--- src/rtl/dirxfer_pkg.sv ---
package dirxfer_pkg;

    // Bus widths: the operand address is built from two data bytes.
    localparam int DW = 8;
    localparam int AW = 2 * DW;

    // Clock phase inside one machine cycle.
    typedef enum logic [1:0] {
        TS_ADDR = 2'd0,   // address valid, strobes idle
        TS_STRB = 2'd1,   // strobes asserted
        TS_LAST = 2'd2    // strobes held, read data sampled at the closing edge
    } tstate_e;

    // Machine cycle within one instruction.
    typedef enum logic [1:0] {
        MC_OPC  = 2'd0,   // opcode fetch
        MC_OPLO = 2'd1,   // operand low byte fetch
        MC_OPHI = 2'd2,   // operand high byte fetch
        MC_XFER = 2'd3    // data transfer at the operand address
    } mcyc_e;

    typedef struct packed {
        mcyc_e          mc;
        logic [AW-1:0]  pc;
        logic [DW-1:0]  opc;
        logic [AW-1:0]  oper;
        logic [DW-1:0]  acc;
    } core_state_t;

endpackage

--- src/rtl/dirxfer_tphase.sv ---
module dirxfer_tphase
    import dirxfer_pkg::*;
(
    input  logic    clk,
    input  logic    rst_n,
    output tstate_e tstate_o,
    output logic    last_o
);

    tstate_e ts_d, ts_q;

    always_comb begin
        case (ts_q)
            TS_ADDR: ts_d = TS_STRB;
            TS_STRB: ts_d = TS_LAST;
            default: ts_d = TS_ADDR;
        endcase
    end

    always_ff @(posedge clk or negedge rst_n) begin
        if (!rst_n) ts_q <= TS_ADDR;
        else        ts_q <= ts_d;
    end

    assign tstate_o = ts_q;
    assign last_o   = (ts_q == TS_LAST);

endmodule

--- src/rtl/dirxfer_core.sv ---
module dirxfer_core
    import dirxfer_pkg::*;
#(
    parameter logic [DW-1:0] OPC_STORE = 8'h32,
    parameter logic [DW-1:0] OPC_LOAD  = 8'h3A
) (
    input  logic          clk,
    input  logic          rst_n,
    input  logic          last_i,
    input  logic [DW-1:0] data_i,
    output mcyc_e         mc_o,
    output logic [AW-1:0] pc_o,
    output logic [AW-1:0] oper_o,
    output logic [DW-1:0] acc_o,
    output logic          is_store_o
);

    localparam logic [AW-1:0] PC_STEP = AW'(1);

    core_state_t s_d, s_q;

    always_comb begin
        s_d = s_q;
        if (last_i) begin
            case (s_q.mc)
                MC_OPC: begin
                    s_d.opc = data_i;
                    s_d.pc  = s_q.pc + PC_STEP;
                    if (data_i == OPC_STORE || data_i == OPC_LOAD)
                        s_d.mc = MC_OPLO;
                end
                MC_OPLO: begin
                    s_d.oper[DW-1:0] = data_i;
                    s_d.pc           = s_q.pc + PC_STEP;
                    s_d.mc           = MC_OPHI;
                end
                MC_OPHI: begin
                    s_d.oper[AW-1:DW] = data_i;
                    s_d.pc            = s_q.pc + PC_STEP;
                    s_d.mc            = MC_XFER;
                end
                default: begin
                    if (s_q.opc == OPC_LOAD)
                        s_d.acc = data_i;
                    s_d.mc = MC_OPC;
                end
            endcase
        end
    end

    always_ff @(posedge clk or negedge rst_n) begin
        if (!rst_n) begin
            s_q <= '{mc: MC_OPC, pc: '0, opc: '0, oper: '0, acc: '0};
        end else begin
            s_q <= s_d;
        end
    end

    assign mc_o       = s_q.mc;
    assign pc_o       = s_q.pc;
    assign oper_o     = s_q.oper;
    assign acc_o      = s_q.acc;
    assign is_store_o = (s_q.opc == OPC_STORE);

    // every completed fetch cycle moves the program counter by exactly one.
    p_pc_step_r3: assert property (@(posedge clk) disable iff (!rst_n)
        (last_i && s_q.mc != MC_XFER) |=> (s_q.pc == $past(s_q.pc) + PC_STEP));

    // the program counter holds still while a transfer cycle runs.
    p_pc_hold_xfer_r3: assert property (@(posedge clk) disable iff (!rst_n)
        (s_q.mc == MC_XFER) |=> $stable(s_q.pc));

    // the accumulator changes only at the close of a load transfer.
    p_acc_hold_r7: assert property (@(posedge clk) disable iff (!rst_n)
        !(last_i && s_q.mc == MC_XFER && s_q.opc == OPC_LOAD) |=> $stable(s_q.acc));

    // a transfer cycle is always followed by a new opcode fetch.
    p_xfer_once_r5: assert property (@(posedge clk) disable iff (!rst_n)
        (last_i && s_q.mc == MC_XFER) |=> (s_q.mc == MC_OPC));

endmodule

--- src/rtl/dirxfer_bus.sv ---
module dirxfer_bus
    import dirxfer_pkg::*;
(
    input  mcyc_e         mc_i,
    input  tstate_e       tstate_i,
    input  logic          is_store_i,
    input  logic [AW-1:0] pc_i,
    input  logic [AW-1:0] oper_i,
    input  logic [DW-1:0] acc_i,
    output logic [AW-1:0] addr_o,
    output logic [DW-1:0] data_o,
    output logic          data_oe_o,
    output logic          mreq_n_o,
    output logic          rd_n_o,
    output logic          wr_n_o
);

    logic xfer_cyc;
    logic wr_cyc;
    logic strobe_on;

    always_comb begin
        xfer_cyc  = (mc_i == MC_XFER);
        wr_cyc    = xfer_cyc && is_store_i;
        strobe_on = (tstate_i != TS_ADDR);

        addr_o    = xfer_cyc ? oper_i : pc_i;
        data_o    = acc_i;
        data_oe_o = wr_cyc;
        mreq_n_o  = !strobe_on;
        rd_n_o    = !(strobe_on && !wr_cyc);
        wr_n_o    = !(strobe_on && wr_cyc);
    end

endmodule

--- src/rtl/dirxfer_seq.sv ---
module dirxfer_seq
    import dirxfer_pkg::*;
#(
    parameter logic [DW-1:0] OPC_STORE = 8'h32,
    parameter logic [DW-1:0] OPC_LOAD  = 8'h3A
) (
    input  logic          clk,
    input  logic          rst_n,
    input  logic [DW-1:0] data_i,
    output logic [AW-1:0] addr_o,
    output logic [DW-1:0] data_o,
    output logic          data_oe_o,
    output logic          mreq_n_o,
    output logic          rd_n_o,
    output logic          wr_n_o,
    output logic [DW-1:0] acc_o
);

    tstate_e       tstate;
    logic          last_clk;
    mcyc_e         mc;
    logic [AW-1:0] pc;
    logic [AW-1:0] oper;
    logic [DW-1:0] acc;
    logic          is_store;

    dirxfer_tphase u_tphase (
        .clk      (clk),
        .rst_n    (rst_n),
        .tstate_o (tstate),
        .last_o   (last_clk)
    );

    dirxfer_core #(
        .OPC_STORE (OPC_STORE),
        .OPC_LOAD  (OPC_LOAD)
    ) u_core (
        .clk        (clk),
        .rst_n      (rst_n),
        .last_i     (last_clk),
        .data_i     (data_i),
        .mc_o       (mc),
        .pc_o       (pc),
        .oper_o     (oper),
        .acc_o      (acc),
        .is_store_o (is_store)
    );

    dirxfer_bus u_bus (
        .mc_i       (mc),
        .tstate_i   (tstate),
        .is_store_i (is_store),
        .pc_i       (pc),
        .oper_i     (oper),
        .acc_i      (acc),
        .addr_o     (addr_o),
        .data_o     (data_o),
        .data_oe_o  (data_oe_o),
        .mreq_n_o   (mreq_n_o),
        .rd_n_o     (rd_n_o),
        .wr_n_o     (wr_n_o)
    );

    assign acc_o = acc;

    // read and write strobes are mutually exclusive.
    p_rd_wr_excl_r9: assert property (@(posedge clk) disable iff (!rst_n)
        !(!rd_n_o && !wr_n_o));

    // a direction strobe is only active inside a memory request.
    p_strb_in_mreq_r9: assert property (@(posedge clk) disable iff (!rst_n)
        (!rd_n_o || !wr_n_o) |-> !mreq_n_o);

    // a request that starts stays low for the following clock.
    p_mreq_min_r2: assert property (@(posedge clk) disable iff (!rst_n)
        $fell(mreq_n_o) |=> !mreq_n_o);

    // a request never lasts beyond two clocks.
    p_mreq_max_r2: assert property (@(posedge clk) disable iff (!rst_n)
        (!mreq_n_o && $past(!mreq_n_o)) |=> mreq_n_o);

    // a write strobe is always covered by the data output enable.
    p_wr_has_oe_r8: assert property (@(posedge clk) disable iff (!rst_n)
        !wr_n_o |-> data_oe_o);

    // the output enable is never on while reading.
    p_oe_not_rd_r8: assert property (@(posedge clk) disable iff (!rst_n)
        data_oe_o |-> rd_n_o);

endmodule

--- config.mk ---
export PLATFORM = sky130hd
export DESIGN_NAME = dirxfer_seq
export DESIGN_NICKNAME = d
export VERILOG_FILES = /design/src/rtl/dirxfer_pkg.sv /design/src/rtl/dirxfer_tphase.sv /design/src/rtl/dirxfer_core.sv /design/src/rtl/dirxfer_bus.sv /design/src/rtl/dirxfer_seq.sv
export SDC_FILE = /design/constraint.sdc
export NUM_CORES = 1
export LEC_CHECK = 0
export CORE_ASPECT_RATIO = 0.8
export CORE_MARGIN = 10
export CORE_UTILIZATION = 50
export DETAILED_ROUTE_END_ITERATION = 16
export HOLD_SLACK_MARGIN = 0.06
export PLACE_DENSITY = 0.77
export SLEW_MARGIN = 5
export SYNTH_ARGS = -nofsm -noshare
export SYNTH_HDL_FRONTEND = slang
export SYNTH_SLANG_ARGS = --single-unit
--- constraint.sdc ---
create_clock -name clk -period 4.7 [get_ports clk]
set_clock_uncertainty 0.2 [all_clocks]
set_input_delay 0.94 -clock clk [delete_from_list [all_inputs] [get_ports clk]]
set_output_delay 0.94 -clock clk [all_outputs]
set_load 0.05 [all_outputs]
==> summary.md <==
| Metric | Value |
|---|---|
| Worst slew margin | 49.8% |
| Mux share of post-synthesis cell area | 22.0% |
| Most frequent cells in the layout | dfrtp_1, mux2_2, clkdlybuf4s50_1, nand2_1, xnor2_1 |
| Largest cells by area after synthesis | dfrtp_1, mux2_2, buf_4 |
| Area growth, synth to finish | 20.8% |
| Hold WC Path Type | register to register |
| Yosys cell types | 32 |
| Max-cap violations | 0 |
| Final HPWL DP | 3.64 mm |
| Die area | 8270 um^2 |
| WL/cell | 17.6 um |
| Initial antenna violation count | 0 |
| WHS Path Cells | 1 |
| Ys Warns | 0 |
| Slew Viols, Final | 0 |
| Fmax | 266 MHz |
| Die height | 83.4 um |
| Root Driver | clkbuf_8 |
| CP cell instances | ha_1 -> and3b_1 -> or2_2 -> clkdlybuf4s50_1 |
| Clock latency on the worst-skew pair | 320 ps |
| Worst IR Drop VDD | 0.422 mV |
| Setup TNS | 0 ps |
| CTS tree | yes |
| Overflow after GRT | 0 |
| Port bufs | 45 |
| TritonCTS buffer count | 5 |
| Worst hold endpoint | u_core.pc_o[15] |
| Post-Syn Nets | 206 |
| Post-cts hold buffer count | 0 |
| Area occupied by multi-input gates | 1050 um^2 |
| Final hold violation count | 0 |
| Clk buf depth | 2 |
| Cell taking the most area after synthesis | dfrtp_1 |
| Largest net degree at the start of global routing | 53 |
| Vias | 1499 |
| Worst-path clk slew | 90 ps |
| Postcts setup bufs | 0 |
| Final hold slack | 290 ps |
| Place WS | 1270 ps |
| Hold Path Origin | u_core.pc_o[15] |
| Routability cong. | 0.809 |
| I/O pin cnt | 46 |
| RSZ-0062 raised after global routing | false |
| Crit-path slowest cell | clkdlybuf4s50_1 |
| Die Wd | 99.2 um |
| Post-Synth Simple-Gate Area | 10.8% |
| Final period utilization | 79.9% |
| Initial Util | 53.3% |
| Detailed Route WL | 5.00 mm |
| Crit. End Element | output port |
| DR iter-0 viols | 56 |
| Syn Inst Count | 190 |
| R2r worst-path depth | 5 |
| Setup WS post-layout | 946 ps |
| Worst r2r src | u_core.mc_o[0] |
| Seq/Total Area, Yosys | 51.8% |
| Post-Synth Adder-Cell Area | 2.99% |
| Power Density | 602 nW/um^2 |
| Vias per cell | 5.28 |
| Nets | 239 |
| Post_cts resized | 0 |
| Minimum clock period | 3750 ps |
| Number of global-route vias before repair | 1624 |
| Core area | 4710 um^2 |
| Kind of critical path | register to output port |
| Count of final setup violators | 0 |
| CTS Sinks | 52 |
| Fill cells | 363 |
| R2r setup slk | 2450 ps |
| Pre-Repair DR Iteration Count | 4 |
| DRC errors left | 0 |
| Compound-Gate Fraction of Synth Area | 0.997% |
| Crit-path max cell delay | 790 ps |
| Most common cell after layout, fill and taps aside | dfrtp_1 |
| CP Max Fanout | 18 |
| Worst Max-Slew Pin Slew | 752 ps |
| Startpoint types | register |
| XOR/XNOR share of the synthesized area | 5.23% |
| Reg area | 1300 um^2 |
| Gr usage total | 12.6% |
| Req. time, crit path | 3560 ps |
| Syn avg cell area | 13.2 um^2 |
| Pleak | 1.30 nW |
| Num rows | 22 |
| ANT cells | 0 |
| Outcome | finished, final reports clean |
| CTS H-tree depth | 2 |
| Largest family of logic cells by synthesized area | multiplexers |
| Critical path arrival | 2610 ps |
| Worst reg2reg endpoint | u_core.pc_o[12] |
| Cell Area, Synth | 2510 um^2 |
| Routed Antenna Nets | 0 |
| Fraction of layout cells with a size suffix above 1 | 26.3% |
| First-pass GRT wire length | 8.40 mm |
| Synth Register Bits | 52 |
| Share of the synthesized area in the top cell type | 51.8% |
==> final cells by class <==
type	count	area share, %
tap	60	2.48
timing repair buffer	46	14.9
sequential	52	42.9
clock inverter	3	2.27
inverter	3	0.371
multi-input combinational	115	34.8
clock buffer	5	2.27
==> state kept, by name, indices dropped and copies added (netlist names) <==
| register | count |
|---|---|
| u_core.pc_o | 16 |
| u_core.s_q | 8 |
| u_core.mc_o | 2 |
| u_core.oper_o | 16 |
| u_core.acc_o | 8 |
| u_tphase.tstate_o | 2 |
==> logic make-up (layout without fill, tap and decap cells) <==
group | count (synthesis) | in the layout
flops | 52 | 52
mux | 49 | 49
simple gates | 41 | 41
buf+inv | 23 | 57
xor+xnor | 15 | 15
fa+ha+maj | 6 | 6
compound gates | 4 | 4
==> critical path: cells and delay by family (launching register included) <==
| family | cells | cell delay, ps |
|---|---|---|
| adders and majority gates | 1 | 680 |
| buffers and inverters | 1 | 790 |
| DFF | 1 | 440 |
| and+or+nand+nor | 2 | 400 |
==> layer usage <==
metal  GRT usage, %  vias up  share of wire, %
met3           4.64        8               6.7
met1           16.5      746                48
li1               -      708                 -
met4           4.66        0              0.98
met2           18.4       37                44
met5              0        -                 0
==> worst max path at each step <==
stage / slack [ps] / cells past startpoint / startpoint / to
2_1_floorplan: 1400 / 4 / u_core.mc_o[0] / addr_o[6]
4_1_cts: 920 / 4 / u_core.mc_o[1] / rd_n_o
5_1_grt: 740 / 4 / u_core.mc_o[1] / rd_n_o
6_report: 950 / 4 / u_core.mc_o[0] / rd_n_o
3_5_place_dp: 1270 / 4 / u_core.mc_o[1] / rd_n_o
3_3_place_gp: 1340 / 4 / u_core.mc_o[0] / rd_n_o
==> cell usage after synthesis (all sizes together) <==
cell      n
a21oi     1
and3b     1
and2b     1
nand4     5
xor2      5
nand3     3
inv       3
nor3      2
or3b      2
xnor2    10
nor4      3
and4      1
nand4bb   1
mux2     49
and3      1
clkbuf    2
nand2    11
or2b      1
or2       1
ha        6
dfrtp    52
nor3b     1
buf      18
o32a      1
nor2      6
nor2b     1
o21ai     2
==> power by group <==
group	switching [mW]	total (mW)	internal (mW)
Sequential	0.106	0.696	0.589
Combinational	0.442	0.761	0.319
Clock	0.155	0.369	0.214
Total	0.703	1.83	1.12
==> metrics by stage <==
step	power [mW]	instances	utilization, %	cell area (um^2)
after floorplan	1.24	190	-	2510
after global placement	1.45	276	61.5	2900
after detailed placement	1.47	276	61.5	2900
after CTS	1.84	284	64.4	3030
after global routing	1.92	284	64.4	3030
final	1.83	284	64.4	3030
Power figures use the tool's default switching activity.
